**config.mk**
```make
export PLATFORM = sky130hd
export DESIGN_NAME = exhaustive_test_seq
export DESIGN_NICKNAME = d
export VERILOG_FILES = /design/src/rtl/exh_seq_pkg.sv /design/src/rtl/exh_seq_ctrl.sv /design/src/rtl/exh_seq_datapath.sv /design/src/rtl/exhaustive_test_seq.sv
export SDC_FILE = /design/constraint.sdc
export NUM_CORES = 1
export LEC_CHECK = 0
export BUFFER_PORTS_ARGS = -buffer_cell sky130_fd_sc_hd__buf_2
export CAP_MARGIN = 10
export CORE_ASPECT_RATIO = 1.5
export CORE_MARGIN = 4
export CORE_UTILIZATION = 30
export DETAILED_ROUTE_END_ITERATION = 8
export PLACE_DENSITY = 0.49
export SLEW_MARGIN = 20
export SYNTH_ARGS = -nofsm -noshare
export SYNTH_HDL_FRONTEND = slang
export SYNTH_HIERARCHICAL = 1
export SYNTH_SLANG_ARGS = --single-unit
```
**constraint.sdc**
```tcl
create_clock -name clk -period 4.08 [get_ports clk]
set_input_delay 0.204 -clock clk [delete_from_list [all_inputs] [get_ports clk]]
set_output_delay 0.204 -clock clk [all_outputs]
set_load 0.02 [all_outputs]
```
**src/rtl/exh_seq_pkg.sv**
```systemverilog
package exh_seq_pkg;

  // Geometry of the tested function: two halves, each a 2^SEL_W-way selector
  localparam int SEL_W    = 2;
  localparam int LANES    = 1 << SEL_W;
  localparam int HALVES   = 2;
  localparam int HALF_W   = $clog2(HALVES);
  localparam int STEPS    = HALVES * LANES;
  localparam int STEP_W   = $clog2(STEPS);
  localparam int TYPE_W   = 2;
  localparam int DATA_LSB = 0;
  localparam int SEL_LSB  = DATA_LSB + HALVES * LANES;
  localparam int EN_LSB   = SEL_LSB + SEL_W;
  localparam int STIM_W   = EN_LSB + HALVES;

  typedef enum logic {ST_IDLE, ST_RUN} seqState_t;

  // Strobes handed from control to datapath
  typedef struct packed {
    logic              running;
    logic [STEP_W-1:0] stepIdx;
    logic              cfgLoad;
    logic              finish;
  } seqStrobes_t;

  // Stimulus word for a step; all halves disabled when not running
  function automatic logic [STIM_W-1:0] stimFor(input logic run,
                                                input logic [STEP_W-1:0] st);
    logic [STIM_W-1:0] v;
    int half;
    int lane;
    v = '0;
    v[EN_LSB +: HALVES] = '1;
    if (run) begin
      half = int'(st) / LANES;
      lane = int'(st) % LANES;
      v[SEL_LSB +: SEL_W] = SEL_W'(lane);
      v[EN_LSB + half] = 1'b0;
      for (int l = 0; l < LANES; l++) begin
        v[DATA_LSB + half * LANES + l] = (l == lane) ? ~st[0] : st[0];
      end
    end
    return v;
  endfunction

  // Expected capture word per device variant code
  function automatic logic [STEPS-1:0] expectedWord(input logic [TYPE_W-1:0] t);
    logic [STEPS-1:0] w;
    logic b;
    for (int k = 0; k < STEPS; k++) begin
      b = ((k % 2) == 0);
      case (t)
        2'd0:    w[k] = b;
        2'd1:    w[k] = ~b;
        2'd2:    w[k] = 1'b0;
        default: w[k] = 1'b1;
      endcase
    end
    return w;
  endfunction

endpackage

```
**src/rtl/exh_seq_ctrl.sv**
```systemverilog
module exh_seq_ctrl
  import exh_seq_pkg::*;
(
  input  logic        clk,
  input  logic        rst_n,
  input  logic        startIn,
  input  logic        holdIn,
  input  logic        loopMode,
  output seqStrobes_t strobes
);

  localparam logic [STEP_W-1:0] LAST_STEP = STEP_W'(STEPS - 1);

  seqState_t         state;
  logic [STEP_W-1:0] stepIdx;
  logic              atLast;

  assign atLast = (stepIdx == LAST_STEP);

  always_ff @(posedge clk or negedge rst_n) begin
    if (!rst_n) begin
      state   <= ST_IDLE;
      stepIdx <= '0;
    end else if (holdIn) begin
      state   <= ST_IDLE;
      stepIdx <= '0;
    end else begin
      case (state)
        ST_IDLE: begin
          stepIdx <= '0;
          if (startIn) state <= ST_RUN;
        end
        default: begin
          if (atLast) begin
            stepIdx <= '0;
            if (!loopMode) state <= ST_IDLE;
          end else begin
            stepIdx <= stepIdx + 1'b1;
          end
        end
      endcase
    end
  end

  always_comb begin
    strobes.running = (state == ST_RUN);
    strobes.stepIdx = stepIdx;
    strobes.cfgLoad = (state == ST_IDLE) && startIn && !holdIn;
    strobes.finish  = (state == ST_RUN) && atLast && !holdIn;
  end

endmodule

```
**src/rtl/exh_seq_datapath.sv**
```systemverilog
module exh_seq_datapath
  import exh_seq_pkg::*;
(
  input  logic              clk,
  input  logic              rst_n,
  input  seqStrobes_t       strobes,
  input  logic [TYPE_W-1:0] cfgType,
  input  logic [HALVES-1:0] respIn,
  output logic [STIM_W-1:0] stimOut,
  output logic              doneOut,
  output logic              passOut
);

  logic [STEPS-1:0]  capReg;
  logic [TYPE_W-1:0] cfgReg;
  logic [HALF_W-1:0] halfIdx;
  logic              capBit;

  assign stimOut = stimFor(strobes.running, strobes.stepIdx);
  assign halfIdx = HALF_W'(strobes.stepIdx >> SEL_W);
  assign capBit  = respIn[halfIdx];

  // Falling-edge capture; step 0 starts a fresh word
  always_ff @(negedge clk or negedge rst_n) begin
    if (!rst_n) begin
      capReg <= '0;
    end else if (strobes.running) begin
      if (strobes.stepIdx == '0) capReg <= STEPS'(capBit);
      else                       capReg[strobes.stepIdx] <= capBit;
    end
  end

  // Rising-edge result and configuration
  always_ff @(posedge clk or negedge rst_n) begin
    if (!rst_n) begin
      cfgReg  <= '0;
      doneOut <= 1'b0;
      passOut <= 1'b0;
    end else begin
      if (strobes.cfgLoad) cfgReg <= cfgType;
      doneOut <= strobes.finish;
      if (strobes.finish) passOut <= (capReg == expectedWord(cfgReg));
    end
  end

endmodule

```
**src/rtl/exhaustive_test_seq.sv**
```systemverilog
module exhaustive_test_seq
  import exh_seq_pkg::*;
(
  input  logic              clk,
  input  logic              rst_n,
  input  logic              startIn,
  input  logic              holdIn,
  input  logic              loopMode,
  input  logic [TYPE_W-1:0] cfgType,
  input  logic [HALVES-1:0] respIn,
  output logic [STIM_W-1:0] stimOut,
  output logic              doneOut,
  output logic              passOut
);

  seqStrobes_t strobes;

  exh_seq_ctrl u_ctrl (
    .clk      (clk),
    .rst_n    (rst_n),
    .startIn  (startIn),
    .holdIn   (holdIn),
    .loopMode (loopMode),
    .strobes  (strobes)
  );

  exh_seq_datapath u_dp (
    .clk     (clk),
    .rst_n   (rst_n),
    .strobes (strobes),
    .cfgType (cfgType),
    .respIn  (respIn),
    .stimOut (stimOut),
    .doneOut (doneOut),
    .passOut (passOut)
  );

endmodule

```
==> metrics.csv <==
stage;metric;value;unit
outcome;status;complete, no violations;
placement;detailed_place_hpwl;1580;um
setup_path;startpoint_type;flip-flop;
synth;synth_top_family_by_area;simple AND/OR/NAND/NOR gates;
routing;routedWlPerCell;12.5;um
routing;via_per_inst;4.62;
die;pin_count;23;
routing;vias;735;
die;die_area;0.00405;mm^2
synth;yosys_warnings;6;
timing;tns;0;ns
clock_network;numCtsBuffers;3;
global_route;grt_overflow_total;0;
power_and_ir_drop;comb_power_share;0.140;
global_route;grt_max_degree;21;
synth;synth.top_cell.area_share;0.217;
synth;ys_types;34;
synth;synth_xor_area_frac;0;
placement;globalplace.congestion;0.724;
min_path;hold_path_end;u_ctrl/state;
routing;wl;1990;um
die;dieWidth;53.3;um
power_and_ir_drop;seqPwrFrac;0.516;
placement;numPortBuffers;22;
die;num_rows;24;
min_path;hp-class;in -> reg;
clock_network;htreeDepth;1;
timing;setup_viol;0;
setup_path;worst_r2r_path_depth;3;
finish;area_growth;19.1;%
finish;final_nets;134;
power_and_ir_drop;p_clk_frac;0.344;
timing;grt_setup_unrepaired;false;
power_and_ir_drop;swShare;0.246;
synth;ys_seq_elements;16;
clock_network;numClockSinks;16;
min_path;hold_path_depth;2;
routing;ant_nets;0;
synth;synth-simple-area-share;0.275;
synth;synth_seq_area_share;0.433;
timing;worstMarginPinSlew;0.552;ns
global_route;grt_pass1_wl;3510;um
die;start_util;0.314;
synth;syn_inst;99;
clock_network;cts_tree;yes;
setup_path;timing.rr.start;u_ctrl/stepIdx[0];
synth;yosysTopAreaCell;dfrtn_1;
setup_path;path_max_fanout;20;
routing;remaining_drc_errors;0;
power_and_ir_drop;peakVddDrop;0.112;mV
setup_path;path_class;reg -> reg;
finish;final_cells;159;
min_path;min-delay-start;holdIn;
power_and_ir_drop;p_int;0.258;mW
timing;final.setup_skew;0.0217;ns
power_and_ir_drop;p_leak;0.542;nW
synth;synth_fa_ha_area_frac;0.0541;
finish;n_antenna_cell;0;
global_route;antenna_found_initial;0;
synth;syn_area_per_cell;9.34;um^2
synth;syn_area;925;um^2
flow_run;maxCapViolations;0;
setup_path;setup.worst_path.end_class;flip-flop;
finish;drive_gt1_frac;0.242;
timing;hold_viol;0;
power_and_ir_drop;p_sw;0.0842;mW
timing;maxSlewHeadroom;0.632;
global_route;grtUsageTotal;0.115;
power_and_ir_drop;p_per_area;311;mW/mm^2
placement;place_inst;154;
routing;drt_iter0_drc;11;
setup_path;arrival;1.54;ns
setup_path;r2r_end;u_dp/capReg[7];
timing;final_max_slew_viol_count;0;
global_route;grt_pass1_vias;741;
routing;drt_first_pass_iters;4;
synth;syn_nets;112;
clock_network;clk-insertion-delay-late;0.26;ns
die;core-area;0.00294;mm^2
finish;final_common_cell;buf_2;
die;die_h;76.0;um
clock_network;ctsLongestPathBuffers;2;
clock_network;root_buffer;clkbuf_8;
synth;synth.area.mux_share;0.0230;
setup_path;cp.required;2.11;ns
finish;final_cell_mix;buf_2 (22), nand2_1 (11), nor2_1 (9);
synth;synth_compound_area_frac;0.142;
clock_network;clkTransAtPathRegs;0.06;ns
synth;yosys-top-cells-area;dfrtn_1 (22%), dfrtp_1 (22%), ha_1 (5.4%), nand2_1 (4.5%), o21ai_0 (3.8%);
setup_path;rrSetupSlack;0.57;ns
clock_network;ctsResizeCount;0;
## worst max path at each step
stage	from	to	slack [ns]	cells after the start
2_1_floorplan	u_ctrl/stepIdx[2]	u_dp/capReg[0]	0.62	5
3_5_place_dp	u_ctrl/stepIdx[0]	u_dp/capReg[7]	0.58	3
5_1_grt	u_ctrl/stepIdx[0]	u_dp/capReg[7]	0.47	3
6_report	u_ctrl/stepIdx[0]	u_dp/capReg[7]	0.57	3
4_1_cts	u_ctrl/stepIdx[0]	u_dp/capReg[7]	0.59	3
3_3_place_gp	u_ctrl/stepIdx[0]	u_dp/capReg[7]	0.62	3
## metal layers
metal	global-route usage	vias to the layer above	part of all wire
met5	0	-	0
met4	0.0614	0	0.014
met3	0.0176	2	0.034
met2	0.178	15	0.51
met1	0.148	334	0.45
li1	-	384	-
## cells in the mapped netlist, drive strengths merged
cell,instances
buf,5
nand2,11
or4,1
o21ai,7
dfrtp,8
or3b,1
o31ai,2
or4b,1
nand3b,1
a21oi,3
mux2,1
a311oi,2
dfrtn,8
a41o,1
o22ai,2
nand4b,2
a22o,1
nor2,9
clkbuf,1
and2,4
nand4,1
nand2b,3
nor2b,4
mux2i,1
inv,8
o2bb2ai,2
nor3b,3
nor3,2
ha,4
## critical path, cell delays in order (launching register included)
cell      delay, ns
dfrtp_1        0.58
or3b_1         0.49
a21oi_1        0.17
a311oi_1       0.06
## repair_timing
item                      in CTS  in global routing
hold endpoints to repair       8                  0
hold buffers                   1                  0
setup buffers                  0                  0
## through the flow
stage	setup slack, ns	hold WS (ns)	power, mW	cell area [um^2]	util
final	0.572	0.173	0.342	1100	0.374
after global placement	0.625	0.144	0.227	1050	0.355
after CTS	0.591	0.164	0.350	1100	0.374
after global routing	0.469	0.179	0.366	1100	0.374
after floorplan	0.620	-0.0916	0.211	925	-
after detailed placement	0.576	0.138	0.227	1050	0.355
## registers in the layout, summed over array words and instances (netlist names)
| register | count |
|---|---|
| u_dp/capReg | 8 |
| u_ctrl/state | 1 |
| u_ctrl/stepIdx | 3 |
| u_dp/cfgReg | 2 |
| u_dp/doneOut | 1 |
| u_dp/passOut | 1 |
## power groups by stage
| stage | clock (mW) | combinational [mW] | sequential, mW |
|---|---|---|---|
| 6_report | 0.118 | 0.0479 | 0.176 |
| 2_1_floorplan | 0 | 0.0381 | 0.173 |
| 5_1_grt | 0.131 | 0.0571 | 0.178 |
| 3_3_place_gp | 0 | 0.0478 | 0.179 |
| 3_5_place_dp | 0 | 0.0479 | 0.179 |
| 4_1_cts | 0.125 | 0.0489 | 0.176 |
## kinds of logic (layout without fill, tap and decap cells)
logic type,count (synthesis),after routing
and+or+nand+nor,43,43
DFF,16,16
adders and majority gates,4,4
muxes,2,2
AOI/OAI and AO/OA,20,20
buffers and inverters,14,35
## area by class of cell
class / count / area, um^2
Fill cell: 329 / 1840
Multi-Input combinational cell: 69 / 457
Sequential cell: 16 / 400
Timing Repair Buffer: 23 / 120
Tap cell: 39 / 48.8
Clock buffer: 4 / 45.0
Inverter: 8 / 30.0
Power figures use the tool's default switching activity.
